### src/rtl/dlmr_pkg.sv
package dlmr_pkg;
  localparam int unsigned FLAG_W   = 8;
  localparam logic [FLAG_W-1:0] FLAG_PAT = 8'h7E;

  typedef enum logic {
    MODE_HDLC = 1'b0,
    MODE_MSG  = 1'b1
  } mode_e;
endpackage

### src/rtl/dlmr_pattern.sv
// Ones-run counter and flag matcher over the received bit history.
module dlmr_pattern
  import dlmr_pkg::*;
#(
  parameter int unsigned RUN_LEN = 8
) (
  input  logic clk,
  input  logic rst_n,
  input  logic in_valid,
  input  logic in_bit,
  input  logic clr,
  output logic run_hit,
  output logic flag_hit
);
  localparam int unsigned CW = $clog2(RUN_LEN + 1);

  logic [CW-1:0]     run_q;
  logic [FLAG_W-1:0] hist_q;
  logic [FLAG_W-1:0] hist_nxt;

  assign hist_nxt = {hist_q[FLAG_W-2:0], in_bit};
  assign run_hit  = in_valid && in_bit && (run_q >= CW'(RUN_LEN - 1));
  assign flag_hit = in_valid && (hist_nxt == FLAG_PAT);

  always_ff @(posedge clk or negedge rst_n) begin
    if (!rst_n) begin
      run_q  <= '0;
      hist_q <= '1;
    end else begin
      if (in_valid) hist_q <= hist_nxt;
      if (clr) begin
        run_q <= '0;
      end else if (in_valid) begin
        if (!in_bit)                    run_q <= '0;
        else if (run_q != CW'(RUN_LEN)) run_q <= run_q + CW'(1);
      end
    end
  end
endmodule

### src/rtl/dlmr_window.sv
// Supervision window: pulses when WIN_BITS bits pass without a ones run.
module dlmr_window #(
  parameter int unsigned WIN_BITS = 32
) (
  input  logic clk,
  input  logic rst_n,
  input  logic in_valid,
  input  logic active,
  input  logic restart,
  output logic irq
);
  localparam int unsigned CW = $clog2(WIN_BITS);

  logic [CW-1:0] win_q;
  logic          at_end;
  logic          expire;

  assign at_end = (win_q == CW'(WIN_BITS - 1));
  assign expire = in_valid && active && !restart && at_end;

  always_ff @(posedge clk or negedge rst_n) begin
    if (!rst_n) begin
      win_q <= '0;
      irq   <= 1'b0;
    end else begin
      irq <= expire;
      if (!active)
        win_q <= '0;
      else if (in_valid)
        win_q <= (restart || at_end) ? '0 : win_q + CW'(1);
    end
  end
endmodule

### src/rtl/dlmr_collect.sv
// Byte assembly after sync and edge-bit validation.
module dlmr_collect #(
  parameter int unsigned BYTE_W = 8
) (
  input  logic              clk,
  input  logic              rst_n,
  input  logic              in_valid,
  input  logic              in_bit,
  input  logic              active,
  input  logic              sync,
  output logic              byte_stb,
  output logic [BYTE_W-1:0] byte_val
);
  localparam int unsigned IW = $clog2(BYTE_W);

  logic              busy_q;
  logic [IW-1:0]     idx_q;
  logic [BYTE_W-1:0] shr_q;
  logic              last;

  assign byte_val = {in_bit, shr_q[BYTE_W-1:1]};
  assign last     = (idx_q == IW'(BYTE_W - 1));
  assign byte_stb = in_valid && active && busy_q && last &&
                    !byte_val[0] && !in_bit;

  always_ff @(posedge clk or negedge rst_n) begin
    if (!rst_n) begin
      busy_q <= 1'b0;
      idx_q  <= '0;
      shr_q  <= '0;
    end else if (!active) begin
      busy_q <= 1'b0;
      idx_q  <= '0;
    end else if (in_valid) begin
      if (!busy_q) begin
        if (sync) begin
          busy_q <= 1'b1;
          idx_q  <= '0;
        end
      end else begin
        shr_q <= byte_val;
        if (last) begin
          busy_q <= 1'b0;
          idx_q  <= '0;
        end else begin
          idx_q <= idx_q + IW'(1);
        end
      end
    end
  end
endmodule

### src/rtl/dlmr_slot.sv
// One-entry valid/ready output slot; a new byte is dropped while the slot is held.
module dlmr_slot #(
  parameter int unsigned BYTE_W = 8
) (
  input  logic              clk,
  input  logic              rst_n,
  input  logic              load_req,
  input  logic [BYTE_W-1:0] load_val,
  input  logic              out_ready,
  output logic              out_valid,
  output logic [BYTE_W-1:0] out_data
);
  logic take;

  assign take = load_req && (!out_valid || out_ready);

  always_ff @(posedge clk or negedge rst_n) begin
    if (!rst_n) begin
      out_valid <= 1'b0;
      out_data  <= '0;
    end else if (take) begin
      out_valid <= 1'b1;
      out_data  <= load_val;
    end else if (out_ready) begin
      out_valid <= 1'b0;
    end
  end
endmodule

### src/rtl/dl_msg_rx.sv
module dl_msg_rx
  import dlmr_pkg::*;
#(
  parameter int unsigned RUN_LEN  = 8,
  parameter int unsigned WIN_BITS = 32,
  parameter int unsigned BYTE_W   = 8
) (
  input  logic              clk,
  input  logic              rst_n,
  input  logic              en,
  input  logic              in_valid,
  input  logic              in_bit,
  output logic              msg_mode,
  output logic              out_valid,
  input  logic              out_ready,
  output logic [BYTE_W-1:0] out_data,
  output logic              irq
);
  mode_e             mode_q;
  mode_e             mode_nxt;
  logic              chg;
  logic              active;
  logic              run_hit;
  logic              flag_hit;
  logic              byte_stb;
  logic [BYTE_W-1:0] byte_val;

  // Mode selection: disable forces HDLC, flag returns to HDLC.
  always_comb begin
    mode_nxt = mode_q;
    if (!en)
      mode_nxt = MODE_HDLC;
    else if (mode_q == MODE_HDLC && run_hit)
      mode_nxt = MODE_MSG;
    else if (mode_q == MODE_MSG && flag_hit)
      mode_nxt = MODE_HDLC;
  end

  assign chg    = (mode_nxt != mode_q);
  assign active = (mode_q == MODE_MSG) && !chg;

  always_ff @(posedge clk or negedge rst_n) begin
    if (!rst_n) mode_q <= MODE_HDLC;
    else        mode_q <= mode_nxt;
  end

  assign msg_mode = (mode_q == MODE_MSG);

  dlmr_pattern #(.RUN_LEN(RUN_LEN)) u_pattern (
    .clk      (clk),
    .rst_n    (rst_n),
    .in_valid (in_valid),
    .in_bit   (in_bit),
    .clr      (chg),
    .run_hit  (run_hit),
    .flag_hit (flag_hit)
  );

  dlmr_collect #(.BYTE_W(BYTE_W)) u_collect (
    .clk      (clk),
    .rst_n    (rst_n),
    .in_valid (in_valid),
    .in_bit   (in_bit),
    .active   (active),
    .sync     (run_hit),
    .byte_stb (byte_stb),
    .byte_val (byte_val)
  );

  dlmr_window #(.WIN_BITS(WIN_BITS)) u_window (
    .clk      (clk),
    .rst_n    (rst_n),
    .in_valid (in_valid),
    .active   (active),
    .restart  (run_hit),
    .irq      (irq)
  );

  dlmr_slot #(.BYTE_W(BYTE_W)) u_slot (
    .clk       (clk),
    .rst_n     (rst_n),
    .load_req  (byte_stb),
    .load_val  (byte_val),
    .out_ready (out_ready),
    .out_valid (out_valid),
    .out_data  (out_data)
  );
endmodule

### config.mk
export PLATFORM = sky130hd
export DESIGN_NAME = dl_msg_rx
export DESIGN_NICKNAME = d
export VERILOG_FILES = /design/src/rtl/dlmr_pkg.sv /design/src/rtl/dlmr_pattern.sv /design/src/rtl/dlmr_window.sv /design/src/rtl/dlmr_collect.sv /design/src/rtl/dlmr_slot.sv /design/src/rtl/dl_msg_rx.sv
export SDC_FILE = /design/constraint.sdc
export NUM_CORES = 1
export LEC_CHECK = 0
export CAP_MARGIN = 30
export CORE_MARGIN = 2
export CORE_UTILIZATION = 50
export DETAILED_ROUTE_END_ITERATION = 12
export PLACE_DENSITY = 0.76
export SYNTH_ARGS = -nofsm -noshare
export SYNTH_HDL_FRONTEND = slang
export SYNTH_SLANG_ARGS = --single-unit
### constraint.sdc
create_clock -name clk -period 2.4 [get_ports clk]
set_input_delay 0.36 -clock clk [delete_from_list [all_inputs] [get_ports clk]]
set_output_delay 0.36 -clock clk [all_outputs]
set_load 0.1 [all_outputs]
Yosys cells after proc, flatten, opt, wreduce, memory -nomap -nowiden
Cells that the tools add are included.
{ "classes": {"addsub": 3, "n_reduce_logical": 26, "magnitude_cmp": 1, "eq_ne": 8, "bitwise": 1, "muxes": 22} }
{ "op_table": {"columns": ["operator", "n"], "rows": [
  ["4-bit two-way mux", 4],
  ["3-bit two-way mux", 5],
  ["5-bit two-way mux", 3],
  ["1-bit logical AND", 14],
  ["1-bit two-way mux", 10],
  ["8-bit by 7-bit == test with 1-bit output, second input constant", 1],
  ["5-bit by 1-bit adder with 5-bit output, second input constant", 1],
  ["5-bit == test, second input constant", 1],
  ["1-bit zero test", 5],
  ["4-bit by 1-bit adder with 4-bit output, second input constant", 1],
  ["4-bit by 3-bit greater-or-equal comparator with 1-bit output, second input constant", 1],
  ["4-bit inequality test, second input constant", 1],
  ["2-bit AND reduction", 2],
  ["2-bit nonzero test", 2],
  ["3-bit by 1-bit adder with 3-bit output, second input constant", 1],
  ["3-bit == test, second input constant", 1],
  ["3-bit by 1-bit inequality test with 1-bit output, second input constant", 1],
  ["3-bit inequality test, second input constant", 1],
  ["3-bit AND reduction", 1],
  ["1-bit logical OR", 2],
  ["2-bit inequality test, second input constant", 1],
  ["1-bit inequality test", 1],
  ["1-bit inverter", 1]
]} }
{ "totals": {"reg_bits": 39, "inputBits": 6, "word_cells": 71, "output_inout_bits": 11} }

Depth between registers and ports, before layout
Gate-level depths: netlist of the first run.
{ "depth": {"ltp_word": 16, "ltp_mapped": 8, "depth_no_buf": 8} }

Hierarchy
Synthesis of the first run repeated with hierarchy kept, for this count alone.
{ "unflattened": {"cells_unflattened": 137, "area_unflattened_um2": 1803.0} }
{ "by_module_without_submodules": {"columns": ["module", "n_inst", "area_each_um2", "cells_each", "seq_area_each_um2"], "rows": [
  ["dlmr_pattern", 1, 538.0, 48, 284.0],
  ["dlmr_collect", 1, 501.7, 34, 275.3],
  ["dlmr_slot", 1, 377.9, 20, 225.2],
  ["dlmr_window", 1, 316.6, 30, 150.1],
  ["dl_msg_rx", 1, 68.8, 5, 25.0]
]} }

Worst setup path after synthesis of the first run
Ideal clock, no wire load.
{ "synth_path": {"path_kind": "flip-flop to flip-flop", "start": "register mode_q (netlist: msg_mode)", "end": "register u_slot.out_data[1]", "setup_time_ps": 126, "synth_period_minus_slack_ps": 2584, "slack_ps": -184, "arrival_time_ps": 2459, "n_path_buf": 0, "t_required_ps": 2274, "stages_incl_launch_ff": 8, "path_cell_list": "dfrtp_1 -> nor4bb_1 -> nand4_1 -> o211a_1 -> ha_1 -> nand3_4 -> nand4b_4 -> mux2_2"} }
{ "synth_between": {"elab_chain_len": 13, "elab_cells_between_ends": 15, "classes_between": "eq/ne (1); mux (3); bitwise (1); reduce/logical (10)"} }
{ "synth_rtl": {"columns": ["item", "line_no", "source"], "rows": [
  ["start, declared", "dl_msg_rx.sv:19", "mode_e mode_q;"],
  ["start signal, assigned", "dl_msg_rx.sv:44", "else mode_q <= mode_nxt;"],
  ["1-bit logical AND or 1-bit inverter (tied branches)", "dl_msg_rx.sv:35, dl_msg_rx.sv:33", null],
  ["1-bit two-way mux or 1-bit logical AND (tied branches)", "dl_msg_rx.sv:35, dl_msg_rx.sv:33", null],
  ["1-bit two-way mux (*)", "dl_msg_rx.sv:33", "else if (mode_q == MODE_HDLC && run_hit)"],
  ["1-bit two-way mux (*)", "dl_msg_rx.sv:31", "if (!en)"],
  ["via mode_nxt", "dl_msg_rx.sv:20", "mode_e mode_nxt;"],
  ["1-bit inequality test (*)", "dl_msg_rx.sv:39", "assign chg = (mode_nxt != mode_q);"],
  ["1-bit zero test (*)", "dl_msg_rx.sv:40", "assign active = (mode_q == MODE_MSG) && !chg;"],
  ["1-bit logical AND (*)", "dl_msg_rx.sv:40", null],
  ["1-bit logical AND (*) (4 in a row)", "dlmr_collect.sv:23", "assign byte_stb = in_valid && active && busy_q && last &&"],
  ["1-bit logical AND (*)", "dlmr_collect.sv:24", "!byte_val[0] && !in_bit;"],
  ["1-bit logical AND (*)", "dlmr_slot.sv:15", "assign take = load_req && (!out_valid || out_ready);"],
  ["end signal, assigned", "dlmr_slot.sv:23", "out_data <= load_val;"],
  ["end, declared", "dlmr_slot.sv:11", "output logic [BYTE_W-1:0] out_data"]
]} }
The timed path passes the listed nets; every way through them passes the cells marked *.
A chain may end at the register's enable or synchronous reset.

Final worst setup path of the first run
{ "layout_path": {"start": "register u_pattern.run_q[0]", "end": "register u_slot.out_data[6]"} }
{ "layout_between": {"elab_chain_len": 14} }
{ "layout_rtl": {"columns": ["item", "line_no", "source"], "rows": [
  ["start, declared", "dlmr_pattern.sv:17", "logic [CW-1:0] run_q;"],
  ["start signal, assigned", "dlmr_pattern.sv:35", "else if (run_q != CW'(RUN_LEN)) run_q <= run_q + CW'(1);"],
  ["4-bit by 3-bit greater-or-equal comparator with 1-bit output", "dlmr_pattern.sv:22", "assign run_hit = in_valid && in_bit && (run_q >= CW'(RUN_LEN - 1));"],
  ["1-bit logical AND", "dlmr_pattern.sv:22", null],
  ["1-bit logical AND", "dl_msg_rx.sv:33", null],
  ["1-bit two-way mux", "dl_msg_rx.sv:33", null],
  ["1-bit two-way mux", "dl_msg_rx.sv:31", null],
  ["via mode_nxt", "dl_msg_rx.sv:20", null],
  ["1-bit inequality test", "dl_msg_rx.sv:39", null],
  ["1-bit zero test", "dl_msg_rx.sv:40", null],
  ["1-bit logical AND", "dl_msg_rx.sv:40", null],
  ["1-bit logical AND (4 in a row)", "dlmr_collect.sv:23", null],
  ["1-bit logical AND", "dlmr_collect.sv:24", null],
  ["1-bit logical AND", "dlmr_slot.sv:15", null]
]} }
The timed path passes the listed nets, and every way through them passes these cells.

==> results of run 1 <==
cell type report:
| class | count | share of cell area |
|---|---|---|
| timing repair buffer | 24 | 0.0917 |
| multi-input combinational | 88 | 0.371 |
| clock buffer | 5 | 0.0183 |
| sequential | 38 | 0.470 |
| clock inverter | 3 | 0.0104 |
| inverter | 6 | 0.0110 |
| tap | 46 | 0.0281 |
through the flow:
| stage | power (mW) | hold slack (ns) | cells | util |
|---|---|---|---|---|
| global route | 1.30 | 0.130 | 210 | 0.608 |
| CTS | 1.25 | 0.109 | 210 | 0.608 |
| finish | 1.24 | 0.0886 | 210 | 0.608 |
| global placement | 0.898 | 0.477 | 202 | 0.590 |
| detailed placement | 0.910 | 0.483 | 202 | 0.590 |
| floorplan | 0.851 | 0.0644 | 137 | - |
power breakdown:
group	leakage, nW	total [mW]	switching, mW	internal, mW
clock	0.0312	0.337	0.223	0.114
sequential	0.503	0.742	0.0380	0.704
combinational	0.484	0.157	0.0823	0.0743
total	1.02	1.24	0.344	0.893
cell families after synthesis:
| group | Yosys count | synth area share |
|---|---|---|
| XOR/XNOR | 1 | 0.00498 |
| buffers and inverters | 11 | 0.0256 |
| multiplexers | 22 | 0.140 |
| adder cells (fa/ha/maj) | 7 | 0.0497 |
| AND/OR/NAND/NOR | 31 | 0.122 |
| AO/OA/AOI/OAI | 27 | 0.113 |
| flip-flops | 38 | 0.545 |
per-layer routing:
metal | global-route usage | up-vias | routed length, um
li1 | - | 559 | -
met1 | 0.236 | 566 | 1500
met2 | 0.292 | 18 | 1550
met3 | 0.0554 | 5 | 113
met4 | 0.0489 | 0 | 38
met5 | 0 | - | 0
Yosys cell counts, types with 2 or more instances:
cell / count
dfrtp_1: 31
mux2_2: 21
nand3_1: 8
dfstp_2: 7
ha_1: 7
inv_1: 6
o21ai_0: 5
a211oi_1: 3
a21boi_0: 3
a21o_1: 3
a21oi_1: 3
a22o_1: 3
buf_2: 3
nand2_1: 3
nor2b_1: 3
and2_1: 2
and3_1: 2
and4_1: 2
nand2b_1: 2
nand3b_1: 2
nor2_1: 2
o211a_1: 2
o32ai_1: 2
state kept, by name, indices dropped and copies added, names as in the netlist:
signal            count
u_slot.out_valid      1
msg_mode              1
u_collect.busy_q      1
u_window.win_q        5
u_pattern.hist_q      7
u_collect.shr_q       7
u_pattern.run_q       4
u_collect.idx_q       3
u_slot.out_data       8
u_window.irq          1
worst max path at each step:
stage | from | end | slack, ns
floorplan | msg_mode | u_slot.out_data[1] | 0.10
global placement | in_bit | u_slot.out_data[5] | 0.01
detailed placement | in_bit | u_slot.out_data[3] | -0.05
CTS | u_pattern.run_q[0] | u_slot.out_data[2] | 0.07
global route | u_pattern.run_q[0] | u_slot.out_data[2] | 0.03
finish | u_pattern.run_q[0] | u_slot.out_data[6] | 0.15
critical path: stages (launching register included):
cell and delay (ns):
dfrtp_1 0.43, ha_1 0.22, a21o_1 0.22, and3_1 0.21
o211a_1 0.23, ha_2 0.22, nand3_4 0.09, nand4b_4 0.19
mux2_2 0.35
cells in the final DEF (no fill, tap or decap), types with 4 or more instances in the layout:
cell             instances
clkdlybuf4s50_1          4
o21ai_0                  5
clkbuf_4                 5
nand3_1                  8
dfstp_2                  7
dfrtp_1                 30
inv_1                    6
mux2_2                  21
ha_1                     6
buf_4                   19
==> impl_metrics.csv, run 1 <==
group,metric,value,unit
placed_design,post-dp-hpwl,2330,um
clocking,cts_buffer_depth,2,
clocking,path_clk_slew,0.12,ns
placed_design,detailedPlace.worstSlack,-0.0542,ns
global_route,grtUsageTotal,0.181,
global_route,grt_overflow,0,
synth,yosys_warnings,0,
timing,fin_ws,0.146,ns
timing,finClkSkew,0.00379,ns
route,routedWlPerCell,15.2,um
clocking,insertion_delay,0.35,ns
clocking,cts_setup_buffers,0,
timing,slew_violations,0,
floorplan,die_area,4010,um2
synth,yosysTopAreaCellShare,0.441,
cells_and_area,antenna-diode-count,0,
route,vias,1148,
cells_and_area,drive_gt1_frac,0.366,
synth,syn-cell-area,1760,um2
synth,synth_nets,150,
timing,post-route-period-util,0.939,
clocking,tritoncts,"built",
setup_path,r2r_slack,0.15,ns
timing,maxSlewHeadroom,0.455,
cells_and_area,syn_to_final_growth,16.2,%
route,drt-vias-per-instance,5.47,
floorplan,initial_core_util,0.523,
cells_and_area,fillers,289,
synth,yosysTopAreaCell,"dfrtp_1",
global_route,grt_pass1_vias,1230,
setup_path,r2r_start,"u_pattern.run_q[0]",
route,ant_nets,0,
floorplan,ios,17,
timing,hold_viol,0,
flow_run,maxCapViolations,0,
floorplan,rows,21,
synth,synth_edf_count,0,
power_and_ir_drop,ir_worst_vdd,407,uV
route,drc,0,
global_route,grt_max_degree,39,
synth,seq_area_frac_synth,0.545,
floorplan,dieWidth,63.3,um
power_and_ir_drop,power_density,604,nW/um2
placed_design,postPlaceCellArea,1980,um2
global_route,grt_antenna_before_repair,0,
clocking,cts_root_buf,"clkbuf_4",
clocking,cts.sinks,38,
clocking,cts_hold_buf,0,
timing,grt_setup_unrepaired,"false",
timing,fin_crit,2.25,ns
synth,ys_ff_latch,38,
synth,async_reset_ff_frac,1.00,
clocking,cts_resized,0,
cells_and_area,multi_input_area,758,um2
cells_and_area,finalInstanceArea,2050,um2
min_path,hold_path.class,"input port to asynchronous set/reset pin",
setup_path,required,2.65,ns
clocking,cts_max_level,2,
setup_path,critPathKind,"flop to flop",
cells_and_area,register_area,961,um2
clocking,numCtsBuffers,5,
synth,yosys.cell_types.count,35,
cells_and_area,nets,176,
floorplan,core-area,3360,um2
synth,synthesis.instances,137,
floorplan,die_height,63.3,um
timing,tightest_slew,0.817,ns
synth,synth.area.top_cells,"dfrtp_1 44%, mux2_2 13%, dfstp_2 10%",
setup_path,path_max_fanout,8,
power_and_ir_drop,leakage,1.02,nW
global_route,grt_pass1_wl,5680,um
synth,avgSynthCellArea,12.8,um2
setup_path,worst_ep_arrival_time,2.50,ns
setup_path,cp-start-kind,"flop",
setup_path,worstRegToRegCells,8,
placed_design,numPortBuffers,16,
timing,setup-violations-final,0,
route,routed_wl,3200,um
timing,fmax,0.444,GHz
placed_design,place.gp.congestion,0.753,
timing,tns,0,ns
route,drt_iter0_markers,32,
route,first_pass_iters,4,
setup_path,rr_endpoint,"u_slot.out_data[6]",
setup_path,end_kind,"flop",
synth,ys.flop_type,"dfrtp_1",
status,outcome,"completed",
Power figures use the tool's default switching activity.
==> inputs of run 2 (changes only) <==
SLEW_MARGIN = 20   (was default)
==> results of run 2 <==
No change in the layout: final DEF, timing and power equal those of run 1.
==> inputs of run 3 (changes only) <==
CAP_MARGIN = 20   (was 30)
CELL_PAD_IN_SITES_DETAIL_PLACEMENT = 0   (was default)
CELL_PAD_IN_SITES_GLOBAL_PLACEMENT = 1   (was default)
CORE_UTILIZATION = 46   (was 50)
PLACE_DENSITY = 0.83   (was 0.76)
==> run 3 against run 2 <==
Against the previous run:
- flip-flop and latch count stayed put
- die area is 8.1% higher
- clock skew is 0.0053 ns higher
- non-clock buffer count is 1 higher
- sequential share of layout area is 1.3 points lower
- count of clock-buffer cells in the layout is 2 higher
- via count is 2.3% higher
- worst setup slack worse by 0.0080 ns
- cell count is 1.4% higher
- combinational power is 9.6% higher
- first-iteration DRC count is 3.1% higher
- clock power is 34% higher
- highest routed layer unchanged
==> impl_metrics.csv, run 3 (synthesis gave the netlist of run 1 again) <==
group,metric,value,unit
global_route,grt_pass1_vias,1204,
power_and_ir_drop,power.switching,0.342,mW
global_route,grt_pass1_wl,5550,um
cells_and_area,nets,177,
timing,hold_viol,0,
power_and_ir_drop,power_density,647,nW/um2
power_and_ir_drop,ir_worst_vdd,434,uV
setup_path,critPathKind,"flop to flop",
placed_design,numPortBuffers,16,
power_and_ir_drop,total_power,1.36,mW
power_and_ir_drop,p_sw_frac,0.251,
setup_path,rr_endpoint,"u_slot.out_data[4]",
min_path,hold_path.class,"input port to asynchronous set/reset pin",
setup_path,cpMaxStageDelayCell,"dfrtp_1",
route,routedWlPerCell,15.1,um
floorplan,rows,22,
global_route,grt_antenna_before_repair,0,
setup_path,required,2.57,ns
setup_path,r2r_start,"u_pattern.run_q[1]",
timing,maxSlewHeadroom,0.458,
route,vias,1174,
placed_design,post-dp-hpwl,2340,um
power_and_ir_drop,power_frac_seq,0.543,
cells_and_area,fillers,302,
setup_path,r2r_slack,0.14,ns
timing,post-route-period-util,0.942,
floorplan,dieWidth,65.9,um
route,routed_wl,3210,um
clocking,tritoncts,"built",
placed_design,place.gp.congestion,0.774,
global_route,grt_max_degree,39,
cells_and_area,layout_common_cells,"30 x dfrtp_1, 21 x mux2_2, 20 x buf_4, 8 x nand3_1, 7 x dfstp_2",
route,ant_nets,0,
clocking,insertion_delay,0.29,ns
setup_path,critical_path.startpoint,"u_pattern.run_q[1]",
timing,tightest_slew,0.813,ns
setup_path,cp_slowest_stage_delay,0.41,ns
cells_and_area,drive_gt1_frac,0.370,
clocking,numCtsBuffers,5,
floorplan,die_height,65.9,um
route,drc,0,
clocking,path_clk_slew,0.08,ns
clocking,cts_max_level,2,
power_and_ir_drop,pwr-share-comb,0.127,
setup_path,worstRegToRegCells,8,
power_and_ir_drop,clockPowerShare,0.331,
global_route,grtUsageTotal,0.170,
timing,fmax,0.442,GHz
status,outcome,"completed",
route,drt_iter0_markers,33,
setup_path,end_kind,"flop",
timing,finClkSkew,0.00911,ns
setup_path,cp-start-kind,"flop",
clocking,cts_resized,0,
cells_and_area,largest-register,"u_slot.out_data",
power_and_ir_drop,leakage,1.04,nW
cells_and_area,final_util,0.575,
cells_and_area,top_regs,"u_slot.out_data: 8 flops, u_collect.shr_q: 7 flops, u_pattern.hist_q: 7 flops",
cells_and_area,final_common_cell,"dfrtp_1",
global_route,grt_overflow,0,
floorplan,die_area,4340,um2
flow_run,maxCapViolations,0,
power_and_ir_drop,intPower,1.02,mW
cells_and_area,largest_reg_flops,8,
setup_path,path_max_fanout,8,
clocking,cts_root_buf,"clkbuf_8",
floorplan,core-area,3660,um2
route,drt-vias-per-instance,5.51,
clocking,cts_hold_buf,0,
route,first_pass_iters,4,
floorplan,initial_core_util,0.481,
timing,fin_crit,2.26,ns
cells_and_area,antenna-diode-count,0,
clocking,cts.sinks,38,
setup_path,worst_ep_arrival_time,2.43,ns
cells_and_area,syn_to_final_growth,19.5,%
timing,setup-violations-final,0,
timing,grt_setup_unrepaired,"false",
floorplan,ios,17,
setup_path,crit_chain,"ha_1, a21o_1, and3_1, o211a_1, ha_4, nand3_4, nand4b_4, mux2_2",
clocking,cts_buffer_depth,2,
clocking,cts_setup_buffers,0,
timing,slew_violations,0,
==> run 3: power groups by stage <==
stage	Sequential [mW]	Clock, mW	Combinational (mW)
2_1_floorplan	0.750	0	0.101
5_1_grt	0.745	0.491	0.191
3_3_place_gp	0.748	0	0.161
6_report	0.739	0.450	0.172
4_1_cts	0.739	0.459	0.170
3_5_place_dp	0.750	0	0.170
==> run 3: cell type report <==
class,instances,area (um2),area share
Sequential cell,38,961,0.457
Multi-Input combinational cell,88,774,0.368
Timing Repair Buffer,25,195,0.0927
Clock buffer,7,86.3,0.0410
Tap cell,48,60.1,0.0285
Inverter,6,22.5,0.0107
Clock inverter,1,5.00,0.00238
==> run 3: worst max path at each step <==
stage / end / slack, ns
4_1_cts: u_slot.out_data[4] / 0.04
2_1_floorplan: u_slot.out_data[1] / 0.10
3_5_place_dp: u_slot.out_data[5] / -0.15
6_report: u_slot.out_data[4] / 0.14
5_1_grt: u_slot.out_data[3] / 0.008
3_3_place_gp: u_slot.out_data[5] / -0.13
==> run 3: layer usage <==
layer	vias to the layer above	global-route usage	wire (um)
li1	554	-	-
met1	595	0.220	1510
met2	20	0.273	1540
met3	5	0.0511	106
met4	0	0.0547	46
met5	-	0	0
==> run 3: per-stage QoR <==
stage	setup slack (ns)	instance area [um2]	setup TNS, ns	hold WS, ns	std cells
3_3_place_gp	-0.128	1990	-1.38	0.476	205
3_5_place_dp	-0.151	1990	-1.77	0.483	205
5_1_grt	0.00777	2100	0	0.236	213
2_1_floorplan	0.103	1760	0	0.0644	137
4_1_cts	0.0424	2090	0	0.188	213
6_report	0.138	2100	0	0.156	213
==> run 3: critical path: cells and delay by family, from the launching register on <==
| kind | cells | cell delay (ns) |
|---|---|---|
| simple gates | 3 | 0.48 |
| flops | 1 | 0.41 |
| compound gates | 2 | 0.48 |
| mux | 1 | 0.35 |
| fa+ha+maj | 2 | 0.41 |
